File: src/rtl/link_bringup_pkg.sv
package link_bringup_pkg;

  typedef enum logic [2:0] {
    LS_HOLD    = 3'd0,
    LS_SETTLE  = 3'd1,
    LS_READY   = 3'd2,
    LS_NULLPH  = 3'd3,
    LS_TOKENPH = 3'd4,
    LS_ACTIVE  = 3'd5
  } link_state_e;

  typedef struct packed {
    logic nul;
    logic fct;
    logic dat;
    logic tcode;
    logic disc;
    logic par;
    logic esc;
    logic credit;
  } rx_evt_t;

  // any error that ends an active handshake or run
  function automatic logic hard_fault(rx_evt_t ev);
    return ev.disc | ev.par | ev.esc | ev.credit;
  endfunction

  // fault rule while settling or ready: gated by NULL-seen flag
  function automatic logic wait_fault(rx_evt_t ev, logic seen);
    return ev.disc | (seen & (ev.par | ev.esc | ev.fct | ev.dat | ev.tcode));
  endfunction

  function automatic int dwell_limit(link_state_e st, int base);
    case (st)
      LS_HOLD:   return base;
      LS_SETTLE: return 2 * base;
      default:   return 2 * base;
    endcase
  endfunction

endpackage

File: src/rtl/link_dwell_timer.sv
module link_dwell_timer
  import link_bringup_pkg::*;
#(
  parameter int RST_CYCLES = 16,
  parameter int CW = 6
) (
  input  logic        clk,
  input  logic        rst_n,
  input  link_state_e st,
  input  logic        restart,
  output logic        hold_done,
  output logic        settle_done,
  output logic        tmo_hit
);
  localparam int MAXC = 2 * RST_CYCLES;

  logic [CW-1:0] cnt;

  always_ff @(posedge clk or negedge rst_n) begin
    if (!rst_n)                      cnt <= '0;
    else if (restart)                cnt <= '0;
    else if (cnt != CW'(MAXC))       cnt <= cnt + 1'b1;
  end

  assign hold_done   = (cnt == CW'(dwell_limit(LS_HOLD, RST_CYCLES) - 1));
  assign settle_done = (cnt == CW'(dwell_limit(LS_SETTLE, RST_CYCLES) - 1));
  assign tmo_hit     = (cnt == CW'(dwell_limit(LS_NULLPH, RST_CYCLES) - 1));


  hold_bound_chk: assert property (@(posedge clk) disable iff (!rst_n)
    (st == LS_HOLD) |-> (cnt < CW'(RST_CYCLES)));


  tmo_bound_chk: assert property (@(posedge clk) disable iff (!rst_n)
    (st == LS_NULLPH || st == LS_TOKENPH) |-> (cnt < CW'(MAXC)));

endmodule

File: src/rtl/link_null_flag.sv
module link_null_flag (
  input  logic clk,
  input  logic rst_n,
  input  logic clear,
  input  logic set,
  output logic seen
);
  always_ff @(posedge clk or negedge rst_n) begin
    if (!rst_n)     seen <= 1'b0;
    else if (clear) seen <= 1'b0;
    else if (set)   seen <= 1'b1;
  end


  seen_clear_chk: assert property (@(posedge clk) disable iff (!rst_n)
    clear |=> !seen);

endmodule

File: src/rtl/link_next_state.sv
module link_next_state
  import link_bringup_pkg::*;
(
  input  link_state_e st,
  input  rx_evt_t     ev,
  input  logic        seen,
  input  logic        go_req,
  input  logic        down_req,
  input  logic        hold_done,
  input  logic        settle_done,
  input  logic        tmo_hit,
  output link_state_e nxt
);
  always_comb begin
    nxt = st;
    case (st)
      LS_HOLD:    if (hold_done) nxt = LS_SETTLE;
      LS_SETTLE: begin
        if (wait_fault(ev, seen)) nxt = LS_HOLD;
        else if (settle_done)     nxt = LS_READY;
      end
      LS_READY: begin
        if (wait_fault(ev, seen))     nxt = LS_HOLD;
        else if (go_req && !down_req) nxt = LS_NULLPH;
      end
      LS_NULLPH: begin
        if (hard_fault(ev) || down_req) nxt = LS_HOLD;
        else if (ev.nul)                nxt = LS_TOKENPH;
        else if (tmo_hit)               nxt = LS_HOLD;
      end
      LS_TOKENPH: begin
        if (hard_fault(ev) || down_req) nxt = LS_HOLD;
        else if (ev.fct)                nxt = LS_ACTIVE;
        else if (tmo_hit)               nxt = LS_HOLD;
      end
      LS_ACTIVE:  if (hard_fault(ev) || down_req) nxt = LS_HOLD;
      default:    nxt = LS_HOLD;
    endcase
  end
endmodule

File: src/rtl/link_bringup_ctl.sv
module link_bringup_ctl
  import link_bringup_pkg::*;
#(
  parameter int RST_CYCLES = 16
) (
  input  logic       clk,
  input  logic       rst_n,
  input  logic       host_enable,
  input  logic       host_start,
  input  logic       host_disable,
  input  logic       rx_got_null,
  input  logic       rx_got_fct,
  input  logic       rx_got_data,
  input  logic       rx_got_time,
  input  logic       rx_err_disc,
  input  logic       rx_err_par,
  input  logic       rx_err_esc,
  input  logic       rx_err_credit,
  output logic       tx_rst,
  output logic       rx_rst,
  output logic       rx_en,
  output logic       tx_null_en,
  output logic       tx_fct_en,
  output logic       tx_data_en,
  output logic [2:0] state_o
);
  localparam int CW = $clog2(2 * RST_CYCLES + 1);

  link_state_e st, nxt;
  rx_evt_t     ev;
  logic        seen, hold_done, settle_done, tmo_hit;
  logic        restart, flag_clear;

  assign ev = '{nul: rx_got_null, fct: rx_got_fct, dat: rx_got_data,
                tcode: rx_got_time, disc: rx_err_disc, par: rx_err_par,
                esc: rx_err_esc, credit: rx_err_credit};

  assign restart    = (nxt != st);
  assign flag_clear = (st == LS_HOLD) || (nxt == LS_HOLD);

  link_dwell_timer #(.RST_CYCLES(RST_CYCLES), .CW(CW)) u_timer (
    .clk(clk), .rst_n(rst_n), .st(st), .restart(restart),
    .hold_done(hold_done), .settle_done(settle_done), .tmo_hit(tmo_hit));

  link_null_flag u_flag (
    .clk(clk), .rst_n(rst_n), .clear(flag_clear), .set(rx_got_null),
    .seen(seen));

  link_next_state u_next (
    .st(st), .ev(ev), .seen(seen), .go_req(host_enable | host_start),
    .down_req(host_disable), .hold_done(hold_done),
    .settle_done(settle_done), .tmo_hit(tmo_hit), .nxt(nxt));

  always_ff @(posedge clk or negedge rst_n) begin
    if (!rst_n) st <= LS_HOLD;
    else        st <= nxt;
  end

  assign rx_rst     = (st == LS_HOLD);
  assign rx_en      = (st != LS_HOLD);
  assign tx_rst     = (st == LS_HOLD) || (st == LS_SETTLE) || (st == LS_READY);
  assign tx_null_en = (st == LS_NULLPH) || (st == LS_TOKENPH) || (st == LS_ACTIVE);
  assign tx_fct_en  = (st == LS_TOKENPH) || (st == LS_ACTIVE);
  assign tx_data_en = (st == LS_ACTIVE);
  assign state_o    = st;


  active_fault_exit_chk: assert property (@(posedge clk) disable iff (!rst_n)
    (st == LS_ACTIVE && (hard_fault(ev) || host_disable)) |=> (st == LS_HOLD));


  token_to_active_chk: assert property (@(posedge clk) disable iff (!rst_n)
    (st == LS_TOKENPH && rx_got_fct && !hard_fault(ev) && !host_disable)
      |=> (st == LS_ACTIVE));


  tx_quiet_chk: assert property (@(posedge clk) disable iff (!rst_n)
    $rose(tx_null_en) |-> ($past(st) == LS_READY));


  wait_disc_chk: assert property (@(posedge clk) disable iff (!rst_n)
    ((st == LS_SETTLE || st == LS_READY) && rx_err_disc) |=> (st == LS_HOLD));

endmodule

File: config.mk
export PLATFORM = sky130hd
export DESIGN_NAME = link_bringup_ctl
export DESIGN_NICKNAME = d
export VERILOG_FILES = /design/src/rtl/link_bringup_pkg.sv /design/src/rtl/link_dwell_timer.sv /design/src/rtl/link_null_flag.sv /design/src/rtl/link_next_state.sv /design/src/rtl/link_bringup_ctl.sv
export SDC_FILE = /design/constraint.sdc
export NUM_CORES = 1
export LEC_CHECK = 0
export ABC_AREA = 1
export BUFFER_PORTS_ARGS = -buffer_cell sky130_fd_sc_hd__buf_2
export CORE_UTILIZATION = 42
export DETAILED_ROUTE_END_ITERATION = 7
export PLACE_DENSITY = 0.75
export SETUP_SLACK_MARGIN = 0.15
export SLEW_MARGIN = 20
export SYNTH_ARGS = -nofsm -noshare
export SYNTH_HDL_FRONTEND = slang
export SYNTH_SLANG_ARGS = --single-unit
File: constraint.sdc
create_clock -name clk -period 2.12 [get_ports clk]
set_input_delay 0.212 -clock clk [delete_from_list [all_inputs] [get_ports clk]]
set_output_delay 0.212 -clock clk [all_outputs]
set_load 0.005 [all_outputs]
==> flow_summary.toml <==
[run_status]
outcome = "finished, final reports clean"

[clocking]
cts_buffers = 3
cts_setup_buffers = 0
clock_latency_ns = 0.26
clk_path_buf_depth = 2
cts_root_buf = "clkbuf_4"
cts_hold_buf = 1
numClockSinks = 10
h-tree-depth = 1
clk_pin_slew_worst_paths_ns = 0.06
cts_resized = 0
cts_tree = "yes"

[timing]
hold_viol_final = 0
fin_crit_sh = 0.754
final.setup_skew_ns = 0.00631
worstMarginPinSlew_ns = 0.400
slew_violations = 0
grt_setup_unrepaired = "no"
finalSetupViolations = 0
slew_headroom = 0.733
tns_ns = 0
fin_crit_ns = 1.60
fmax_mhz = 626

[synthesis]
yosysTopAreaCell = "dfrtp_1"
synth.ff_latch_count = 10
synthFlopType = "dfrtp_1"
async_flop_share = 1.00
yosysTopAreaCellShare = 0.320
synth.most_common_cell = "nand2_1"
synthTopCellsByArea = "dfrtp_1 32%, nand2_1 12%, inv_1 7.7%"
synth_commonest_cells = "26 x nand2_1, 16 x inv_1, 15 x nor2_1"
syn-num-nets = 130
yosys_warnings = 0
ys_seq_area_frac = 0.320
synth_area_um2 = 782
syn_avg_cell_area_um2 = 6.80
synth_edf_count = 0
synthCells = 115
synth_cell_types = 20

[pwr]
leakage_nw = 0.544
p_total_mw = 0.814
peakVddDrop_uv = 543
power_density_mw_per_mm2 = 869

[layout]
fin_nets = 155
diodes = 0
area_growth_pct = 19.7
fin_util = 0.542
drive_above_1_share = 0.319
layout.cells.non_filler = 163

[global_routing]
grt_usage = 0.188
grt_max_degree = 12
grt_pass1_vias = 722
grt_overflow = 0
grt_pass1_wl_um = 2770
antenna_found_initial = 0

[worst_setup_path]
end_kind = "flip-flop"
crit_type = "flip-flop to flip-flop"
crit_fanout = 9
worst_ep_arrival_time_ns = 1.75
start_kind = "flip-flop"
cp.required_ns = 2.27

[placed_design]
place.gp.congestion = 0.923
io_buffers = 21
dp_hpwl_um = 1360
placedCellCount = 159

[die]
dieArea_mm2 = 0.00204
ios = 22
die_w_um = 45.2
core-area_mm2 = 0.00173
rows = 15
start_util = 0.453
die_h_um = 45.2

[run]
drv_cap = 0

[worst_hold_path]
hold_class = "primary input to flip-flop"

[drt]
drt-initial-drc-count = 19
wirelength_um = 1660
first_pass_iters = 4
vias_per_cell = 4.72
ant_nets = 0
route.vias.total = 770
wl_per_cell_um = 10.2
drc = 0
-- power by group --
part / internal [mW] / switching, mW / total, mW
Clock: 0.0654 / 0.0600 / 0.125
Combinational: 0.159 / 0.207 / 0.366
Sequential: 0.252 / 0.0703 / 0.323
Total: 0.477 / 0.337 / 0.814
-- routing by layer --
metal  up-vias  GRT usage  part of all wire
li1        398          -                 -
met1       346      0.193              0.42
met2        22      0.348              0.52
met3         4     0.0400             0.042
met4         0      0.109             0.015
met5         -          0                 0
-- final timing paths --
check	startpoint	end	slack, ns	cells past startpoint
setup / recovery	state_o[0]$_DFF_PN0_	u_timer.cnt[0]$_DFFE_PN0P_	0.52	11
hold / removal	rx_err_disc	state_o[1]$_DFF_PN0_	0.32	4
setup reg to reg	state_o[0]$_DFF_PN0_	u_timer.cnt[0]$_DFFE_PN0P_	0.52	11
hold reg to reg	u_flag.seen$_DFFE_PN0P_	u_flag.seen$_DFFE_PN0P_	0.60	2
max in group asynchronous	rst_n	state_o[2]$_DFF_PN0_	1.60	2
min in group asynchronous	rst_n	u_timer.cnt[1]$_DFFE_PN0P_	0.33	2
-- critical path: stages, from the launching register on --
cell     delay [ns]
dfrtp_1        0.55
inv_1          0.10
nor3_1         0.20
nand3_1        0.11
nand2_1        0.07
nand2_1        0.07
nand2_1        0.07
nand2_1        0.05
nand2_1        0.07
inv_2          0.04
nand2_4        0.10
nor2_2         0.04
-- flip-flops by register name (all words and copies together), names as in the netlist --
register,cells
u_flag.seen,1
u_timer.cnt,6
state_o,3
-- area by class of cell --
class | instances | area, um2
Fill cell | 184 | 791
Tap cell | 25 | 31.3
Clock buffer | 3 | 22.5
Inverter | 19 | 71.3
Sequential cell | 10 | 250
Multi-Input combinational cell | 84 | 445
Timing Repair Buffer | 22 | 115
-- placed cells by master (no fill, tap or decap), drive strengths merged --
cell type    Yosys  routed
buf              2      21
nand4            1       1
nand2           32      32
dfrtp           10      10
xnor2            1       1
or2              1       1
nand3           12      12
ha               2       2
o21ai            1       1
a21oi            4       4
xor2             3       3
nor3             5       5
inv             19      19
clkbuf           0       3
nor2            22      22
dlygate4sd3      0       1
-- kinds of logic (layout without fill, tap and decap cells) --
logic type,Yosys count,after routing,share of synthesized area
buffers and inverters,21,44,0.110
DFF,10,10,0.320
AOI/OAI and AO/OA,5,5,0.0320
and+or+nand+nor,73,73,0.461
adders and majority gates,2,2,0.0320
xor gates and xnor gates,4,4,0.0448
-- metrics by stage --
stage               cell area (um2)  hold slack (ns)  worst slack, ns
floorplan                       782          -0.0836            0.705
global placement                903           0.0807            0.525
detailed placement              903           0.0834            0.549
CTS                             936            0.309            0.522
global route                    936            0.336            0.346
finish                          936            0.317            0.521
Note: power is estimated with default switching activity, not from simulation.
